==> config.mk <==
export PLATFORM = sky130hd
export DESIGN_NAME = spi_stat_guard
export DESIGN_NICKNAME = d
export VERILOG_FILES = /design/src/rtl/spg_pkg.sv /design/src/rtl/spg_cmd_decode.sv /design/src/rtl/spg_prot_map.sv /design/src/rtl/spg_wr_timer.sv /design/src/rtl/spi_stat_guard.sv
export SDC_FILE = /design/constraint.sdc
export NUM_CORES = 1
export LEC_CHECK = 0
export BUFFER_PORTS_ARGS = -buffer_cell sky130_fd_sc_hd__buf_4
export CORE_MARGIN = 2
export CORE_UTILIZATION = 48
export CTS_CLUSTER_SIZE = 30
export DETAILED_ROUTE_END_ITERATION = 16
export GPL_TIMING_DRIVEN = 0
export PLACE_DENSITY = 0.81
export SKIP_LAST_GASP = 1
export SYNTH_ARGS = -nofsm -noshare
export SYNTH_HDL_FRONTEND = slang
export SYNTH_SLANG_ARGS = --single-unit
export TNS_END_PERCENT = 50
==> constraint.sdc <==
create_clock -name clk -period 2.1 [get_ports clk]
set_input_delay 0.315 -clock clk [delete_from_list [all_inputs] [get_ports clk]]
set_output_delay 0.315 -clock clk [all_outputs]
set_load 0.02 [all_outputs]
==> src/rtl/spg_pkg.sv <==
// Package: opcode encoding and the nonvolatile field bundle shared by the
// status/guard unit and its bench. Assumes a 3-bit decoded opcode.
package spg_pkg;
    typedef enum logic [2:0] {
        OP_NONE       = 3'd0,
        OP_LATCH_SET  = 3'd1,
        OP_LATCH_CLR  = 3'd2,
        OP_STAT_WRITE = 3'd3,
        OP_FLAG_SET   = 3'd4,
        OP_FLAG_CLR   = 3'd5
    } spg_op_e;

    typedef struct packed {
        logic       guard_en;
        logic [1:0] wdog_sel;
        logic [1:0] lock_lvl;
    } spg_nv_t;
endpackage

==> src/rtl/spg_cmd_decode.sv <==
// Turns the decoded-instruction strobe into one-hot action strobes.
// Assumes the front end holds cmd_op valid with cmd_valid; strobes are
// suppressed while a write cycle runs.
module spg_cmd_decode
    import spg_pkg::*;
(
    input  logic       cmd_valid,
    input  logic [2:0] cmd_op,
    input  logic       busy,
    output logic       latch_set,
    output logic       latch_clr,
    output logic       stat_wr,
    output logic       flag_set,
    output logic       flag_clr
);
    logic take;
    spg_op_e op;

    // Decode the opcode into action strobes, gated by idle.
    always_comb begin
        take      = cmd_valid && !busy;
        op        = spg_op_e'(cmd_op);
        latch_set = take && (op == OP_LATCH_SET);
        latch_clr = take && (op == OP_LATCH_CLR);
        stat_wr   = take && (op == OP_STAT_WRITE);
        flag_set  = take && (op == OP_FLAG_SET);
        flag_clr  = take && (op == OP_FLAG_CLR);
    end
endmodule

==> src/rtl/spg_prot_map.sv <==
// Maps the two-bit lock level onto a protected address range: none,
// top quarter, top half, all. Assumes ADDR_W >= 2; purely combinational.
module spg_prot_map #(
    parameter int ADDR_W = 11
) (
    input  logic [1:0]        lock_lvl,
    input  logic [ADDR_W-1:0] addr,
    output logic              hit
);
    localparam int TOP = ADDR_W - 1;

    logic in_top_quarter;
    logic in_top_half;

    // Select the protection region from the lock level.
    always_comb begin
        in_top_half    = addr[TOP];
        in_top_quarter = addr[TOP] && addr[TOP-1];
        case (lock_lvl)
            2'b00:   hit = 1'b0;
            2'b01:   hit = in_top_quarter;
            2'b10:   hit = in_top_half;
            default: hit = 1'b1;
        endcase
    end
endmodule

==> src/rtl/spg_wr_timer.sv <==
// Internal write-cycle timer: busy stays high for exactly CYCLES clocks
// after a start. The last_cyc output marks the final busy cycle.
// Assumes CYCLES >= 1 and that start is raised only while idle.
module spg_wr_timer #(
    parameter int CYCLES = 8
) (
    input  logic clk,
    input  logic rst_n,
    input  logic start,
    output logic busy,
    output logic last_cyc
);
    localparam int CNT_W = (CYCLES > 1) ? $clog2(CYCLES) : 1;
    localparam logic [CNT_W-1:0] LOAD = CNT_W'(CYCLES - 1);

    logic [CNT_W-1:0] cnt;

    // Count down the remaining cycles of a running write.
    always_ff @(posedge clk) begin
        if (!rst_n) begin
            busy <= 1'b0;
            cnt  <= '0;
        end else if (busy) begin
            if (cnt == '0) begin
                busy <= 1'b0;
            end else begin
                cnt <= cnt - 1'b1;
            end
        end else if (start) begin
            busy <= 1'b1;
            cnt  <= LOAD;
        end
    end

    // Flag the final cycle of the write.
    always_comb last_cyc = busy && (cnt == '0);
endmodule

==> src/rtl/spi_stat_guard.sv <==
// Status register and write-protection unit for a serial memory.
// It holds the volatile latch and flag, models the nonvolatile fields
// as registers, applies the write-protect pin lockout at acceptance
// time, and grants or rejects array writes.
// Assumes strobes are single-cycle, and that the array write address is
// valid together with arr_wr_req.
module spi_stat_guard
    import spg_pkg::*;
#(
    parameter int ADDR_W    = 11,
    parameter int WR_CYCLES = 8
) (
    input  logic              clk,
    input  logic              rst_n,
    input  logic              cmd_valid,
    input  logic [2:0]        cmd_op,
    input  logic [7:0]        cmd_data,
    input  logic              wp_n_pin,
    input  logic              arr_wr_req,
    input  logic [ADDR_W-1:0] arr_wr_addr,
    output logic [7:0]        status_byte,
    output logic              busy,
    output logic              arr_wr_grant,
    output logic              arr_wr_reject
);
    logic    latch_set, latch_clr, stat_wr, flag_set, flag_clr;
    logic    wel, flag;
    spg_nv_t nv, pend_nv;
    logic    pend_is_stat;
    logic    prot_hit, last_cyc;
    logic    guard_lock, stat_ok, arr_try, arr_ok, start;

    spg_cmd_decode u_dec (
        .cmd_valid (cmd_valid),
        .cmd_op    (cmd_op),
        .busy      (busy),
        .latch_set (latch_set),
        .latch_clr (latch_clr),
        .stat_wr   (stat_wr),
        .flag_set  (flag_set),
        .flag_clr  (flag_clr)
    );

    spg_prot_map #(.ADDR_W(ADDR_W)) u_map (
        .lock_lvl (nv.lock_lvl),
        .addr     (arr_wr_addr),
        .hit      (prot_hit)
    );

    spg_wr_timer #(.CYCLES(WR_CYCLES)) u_tmr (
        .clk      (clk),
        .rst_n    (rst_n),
        .start    (start),
        .busy     (busy),
        .last_cyc (last_cyc)
    );

    // Decide which writes are accepted in this cycle.
    always_comb begin
        guard_lock = nv.guard_en && !wp_n_pin;
        stat_ok    = stat_wr && wel && !guard_lock;
        arr_try    = arr_wr_req && !cmd_valid && !busy;
        arr_ok     = arr_try && wel && !prot_hit;
        start      = stat_ok || arr_ok;
    end

    // Track the write-enable latch; a finishing write clears it.
    always_ff @(posedge clk) begin
        if (!rst_n)         wel <= 1'b0;
        else if (last_cyc)  wel <= 1'b0;
        else if (latch_set) wel <= 1'b1;
        else if (latch_clr) wel <= 1'b0;
    end

    // Track the general-purpose flag.
    always_ff @(posedge clk) begin
        if (!rst_n)        flag <= 1'b0;
        else if (flag_set) flag <= 1'b1;
        else if (flag_clr) flag <= 1'b0;
    end

    // Capture pending status data when a write cycle is launched.
    always_ff @(posedge clk) begin
        if (!rst_n) begin
            pend_nv      <= '0;
            pend_is_stat <= 1'b0;
        end else if (start) begin
            pend_is_stat <= stat_ok;
            pend_nv      <= '{guard_en: cmd_data[7],
                              wdog_sel: cmd_data[5:4],
                              lock_lvl: cmd_data[3:2]};
        end
    end

    // Commit the modelled nonvolatile fields at the end of a status write.
    always_ff @(posedge clk) begin
        if (!rst_n)                         nv <= '0;
        else if (last_cyc && pend_is_stat) nv <= pend_nv;
    end

    // Register the per-request grant and reject pulses.
    always_ff @(posedge clk) begin
        if (!rst_n) begin
            arr_wr_grant  <= 1'b0;
            arr_wr_reject <= 1'b0;
        end else begin
            arr_wr_grant  <= arr_ok;
            arr_wr_reject <= arr_try && !arr_ok;
        end
    end

    // Assemble the readable status byte.
    always_comb status_byte = {nv.guard_en, 1'b0, nv.wdog_sel, nv.lock_lvl, wel, flag};
endmodule

==> results.toml, run 1 <==
[outcome]
status = "finished clean"

[routing]
wire_per_inst_um = 11.7
drc_errors = 0
num_vias = 710
viasPerCell = 5.14
wl_mm = 1.62
first_iter_violations = 8
ant_nets = 0
dr.pass1.iters = 3

[timing]
fin_skew_ps = 1.54
min_period_ps = 1530
setup_violations = 0
rsz0062_at_grt = "false"
setup_tns_ps = 0
finalCritPeriodShare_pct = 72.9
fmax_mhz = 653
hold_viol_final = 0
finalWorstSetupSlack_ps = 569
slew_viol_final = 0

[setup_path]
cp-start-kind = "flip-flop"
worst_setup_path_end_kind = "flip-flop"
critPathKind = "reg2reg"
cp_max_fo = 9
crit_path_start = "u_tmr.busy"
cp.required_ps = 2310
regToRegStartpoint = "u_tmr.busy"
worstPathArrival_ps = 1740

[clocking]
clock-sinks = 19
clk_pin_slew_ps = 100
max-clock-path-buffers = 2
cts_max_level = 1
cts_tree = "done"
hold_buffers = 0
cts.root.buffer_cell = "clkbuf_4"
cts-resized-gates = 0
clock_latency_ps = 290
cts_buffers = 3
cts_setup_buffers = 0

[synthesis]
yosys.cell_types.count = 26
yosys_warnings = 0
async_flop_share_pct = 0
synth_nets = 122
synth.area.top_cells = "dfxtp_1 45%, mux2i_1 12%, nand2_1 5.7%"
synth_area_um2 = 852
synth-seq-cells = 19
synth_flop_cell = "dfxtp_1"
netlist_instances = 93
yosysTopAreaCellShare_pct = 44.6
yosysMostFrequentCell = "dfxtp_1"
synth-edff-count = 0
yosysTopAreaCell = "dfxtp_1"
synth_seq_area_share_pct = 44.6
avgSynthCellArea_um2 = 9.16
synth_commonest_cells = "19 x dfxtp_1, 13 x nand2_1, 10 x mux2i_1, 10 x nor2_1, 8 x inv_1"

[layout]
drive_gt1_share_pct = 28.1
fill_cells = 153
regArea_um2 = 380
final_cell_count_no_fill = 138
area_delta_synth_final_pct = 26.7
multi_input_area_um2 = 389
nets = 151
antenna_cells = 0

[grt]
track_usage_pct = 16.8
grt_pass1_wl_mm = 2.56
grt_max_degree = 11
grt_pass1_vias = 631
antenna_found_initial = 0
grt_overflow = 0

[floorplan]
io_pins = 38
dieArea_um2 = 2130
core-area_um2 = 1690
num_rows = 15
start_util_pct = 50.4
die_x_um = 46.1
die_y_um = 46.1

[placed_design]
dp_cells = 134
finalWeightedCongestion = 0.728
port_buffers = 24
place_ws_ps = 597
dp_hpwl_mm = 1.23

[min_path]
hold_path.class = "in2reg"
worstHoldStart = "cmd_op[0]"

[pwr]
power_mw = 0.625
power_leakage_nw = 0.531
power_density_nw_per_um2 = 579
vdd_drop_max_v = 0.000398

[flow_run]
max_cap_viol_count = 0
cell usage in the layout, fill, tap and decap left out:
| cell type | netlist | routed |
|---|---|---|
| and3_1 | 1 | 1 |
| buf_4 | 3 | 27 |
| clkbuf_4 | 0 | 3 |
| nand2_1 | 13 | 13 |
| ha_1 | 2 | 2 |
| buf_6 | 2 | 2 |
| and2_1 | 2 | 2 |
| a21oi_1 | 6 | 6 |
| nand4b_1 | 1 | 1 |
| o211a_1 | 1 | 1 |
| clkbuf_1 | 2 | 3 |
| a211oi_1 | 1 | 1 |
| and4bb_1 | 1 | 1 |
| nand2b_1 | 1 | 1 |
| nor3_1 | 1 | 1 |
| o41ai_1 | 1 | 1 |
| a221oi_2 | 1 | 1 |
| o2111ai_1 | 2 | 2 |
| nor2_1 | 10 | 10 |
| mux2i_1 | 10 | 10 |
| o21ai_0 | 1 | 1 |
| dfxtp_1 | 19 | 19 |
| a21boi_0 | 1 | 1 |
| nor3b_2 | 1 | 1 |
| nor4b_1 | 1 | 1 |
| inv_1 | 8 | 8 |
| conb_1 | 1 | 1 |
final timing paths:
path	to	slack, ps	depth (start not counted)
worst min register to register	pend_nv[3]	470	2
worst max register to register	u_tmr.cnt[1]	570	6
worst min-delay path	flag	210	2
worst max-delay path	u_tmr.cnt[1]	570	6
final cells by class:
| class | instances | area share [%] |
|---|---|---|
| Multi-Input combinational cell | 59 | 36.0 |
| Sequential cell | 19 | 35.2 |
| Timing Repair Buffer | 24 | 16.7 |
| Buffer | 7 | 4.87 |
| Inverter | 8 | 2.78 |
| Clock buffer | 4 | 2.43 |
| Tap cell | 17 | 1.97 |
power breakdown:
part           switching (mW)  internal (mW)  total [mW]
clock network           0.108         0.0739       0.181
logic                  0.0333         0.0391      0.0724
registers             0.00417          0.367       0.371
routing by layer:
metal / up-vias / GRT usage [%] / share of wire [%]
met5: - / 0 / 0
li1: 365 / - / -
met2: 19 / 30.0 / 51
met3: 4 / 2.35 / 4.7
met4: 0 / 7.43 / 1.7
met1: 322 / 19.6 / 43
kinds of logic after synthesis:
| kind of cell | after synthesis | share of synthesized area [%] |
|---|---|---|
| other | 1 | 0.440 |
| adders and majority gates | 2 | 2.94 |
| and+or+nand+nor | 32 | 18.6 |
| DFF | 19 | 44.6 |
| AOI/OAI and AO/OA | 14 | 11.9 |
| buffers and inverters | 15 | 9.69 |
| muxes | 10 | 11.7 |
critical path, stage by stage, from the launching register on:
cell and delay [ps]:
dfxtp_1 330, buf_6 130, nor3b_2 200, o2111ai_1 210, and2_1 210, buf_6 150, a221oi_2 220
per-stage QoR:
step | util, % | instance area [um2] | hold WS, ps
6_report | 63.9 | 1080 | 206
5_1_grt | 63.9 | 1080 | 212
4_1_cts | 63.9 | 1080 | 207
3_5_place_dp | 62.4 | 1050 | 454
3_3_place_gp | 62.4 | 1050 | 444
2_1_floorplan | - | 852 | 411
Note: power is estimated with default switching activity, not from simulation.
==> inputs of run 2 (changes only) <==
CORE_UTILIZATION = 40   (was 48)
PLACE_DENSITY = 0.72   (was 0.81)
clock period = 1.4 ns   (was 2.1 ns; I/O delays follow)
==> results.toml, run 2 (synthesized netlist as in run 1, its figures left out) <==
[timing]
finalCritPeriodShare_pct = 99.3
setup_violations = 0
finalWorstSetupSlack_ps = 9.70
hold_viol_final = 0
rsz0062_at_grt = "true"
setup_tns_ps = 0
slew_viol_final = 0
fin_skew_ps = 0.735
fmax_mhz = 719
min_period_ps = 1390

[placed_design]
port_buffers = 24
finalWeightedCongestion = 0.714
placed_area_um2 = 1080
dp_cells = 144
place_ws_ps = -89.3

[setup_path]
critPathKind = "reg2reg"
reg2reg_depth = 5
worstPathCellList = "and4bb_1 > o2111ai_2 > and2_4 > buf_6 > a221oi_2"
cp_max_fo = 5
cp_num_cells = 5
crit_slowest_cell = "dfxtp_4"
cp.required_ps = 1610
critPathTopFamily = "simple AND/OR/NAND/NOR gates"
worst_setup_path_end_kind = "flip-flop"
slowest_delay_ps = 370
worstPathArrival_ps = 1600
path_buf_inv = 1
cp-start-kind = "flip-flop"

[routing]
ant_nets = 0
wire_per_inst_um = 10.7
drc_errors = 0
dr.pass1.iters = 4
num_vias = 726
wl_mm = 1.64
viasPerCell = 4.75
first_iter_violations = 10

[floorplan]
num_rows = 16
dieArea_um2 = 2520
die_x_um = 50.2
io_pins = 38
start_util_pct = 43.0
die_y_um = 50.2
core-area_um2 = 1980

[clocking]
max-clock-path-buffers = 2
hold_buffers = 0
clk_pin_slew_ps = 100
cts_buffers = 3
cts_tree = "done"
clock_latency_ps = 280
cts_max_level = 1
cts.root.buffer_cell = "clkbuf_4"
clock-sinks = 19

[layout]
regArea_um2 = 384
antenna_cells = 0
final_common_cell = "buf_4"
final_area_um2 = 1150
final_cell_count_no_fill = 153
area_delta_synth_final_pct = 34.8
drive_gt1_share_pct = 34.1
fill_cells = 189
nets = 156
final_cell_mix = "32 x buf_4, 18 x dfxtp_1, 13 x nand2_1, 10 x mux2i_1, 10 x nor2_1"
multi_input_area_um2 = 410

[grt]
antenna_found_initial = 0
grt_overflow = 0
grt_max_degree = 11
grt_pass1_vias = 655
track_usage_pct = 14.2
grt_pass1_wl_mm = 2.69

[pwr]
seqPwrFrac_pct = 59.3
power_density_nw_per_um2 = 815
p_sw_mw = 0.213
pwr-share-comb_pct = 12.4
power.internal_mw = 0.723
clock_power_share_pct = 28.2
power_mw = 0.936
swShare_pct = 22.8
vdd_drop_max_v = 0.000475
power_leakage_nw = 0.556

[min_path]
hold_depth = 2
hold_path.class = "in2reg"

[outcome]
status = "finished clean"

[flow_run]
max_cap_viol_count = 0
## run 2: cell type report
type                            count  area share, %
Buffer                              6           3.59
Sequential cell                    19           33.4
Multi-Input combinational cell     59           35.7
Inverter                            8           2.61
Tap cell                           27           2.94
Timing Repair Buffer               30           19.4
Clock buffer                        4           2.29
## run 2: power groups by stage
| stage | clock, mW | combinational, mW | sequential, mW |
|---|---|---|---|
| final | 0.264 | 0.116 | 0.556 |
| after global routing | 0.305 | 0.126 | 0.557 |
| after CTS | 0.280 | 0.117 | 0.556 |
| after detailed placement | 0 | 0.110 | 0.568 |
| after global placement | 0 | 0.108 | 0.567 |
| after floorplan | 0 | 0.0574 | 0.569 |
## run 2: layer usage
metal | track usage (%) | share of wire, % | vias to the layer above
li1 | - | - | 374
met1 | 17.0 | 48 | 328
met2 | 23.9 | 46 | 24
met3 | 3.87 | 6.0 | 0
met4 | 5.56 | 0 | 0
met5 | 0 | 0 | -
## run 2: path summary, 6_finish.rpt
kind | startpoint | end | slack, ps
min | cmd_op[0] | flag | 110
max reg2reg | u_tmr.busy | u_tmr.cnt[1] | 10
max | u_tmr.busy | u_tmr.cnt[1] | 10
min reg2reg | pend_nv[4] | pend_nv[4] | 460
## run 2: timing repair
action                                  in CTS  in global routing
resized for setup                            3                  0
setup buffers                                4                  1
gates cloned                                 1                  0
endpoints found under the setup margin      14                  8
pin swaps                                    4                  1
## run 2: worst register-to-register path, delay by kind of cell, from the launching register on
kind,cells,cell delay [ps]
DFF,1,370
AOI/OAI and AO/OA,2,340
buffers and inverters,1,130
and+or+nand+nor,2,480
## run 2: stage by stage
step	hold slack [ps]	utilization (%)
3_5_place_dp	415	54.3
6_report	113	58.0
4_1_cts	97.2	57.6
5_1_grt	85.6	58.0
2_1_floorplan	306	-
3_3_place_gp	412	54.3
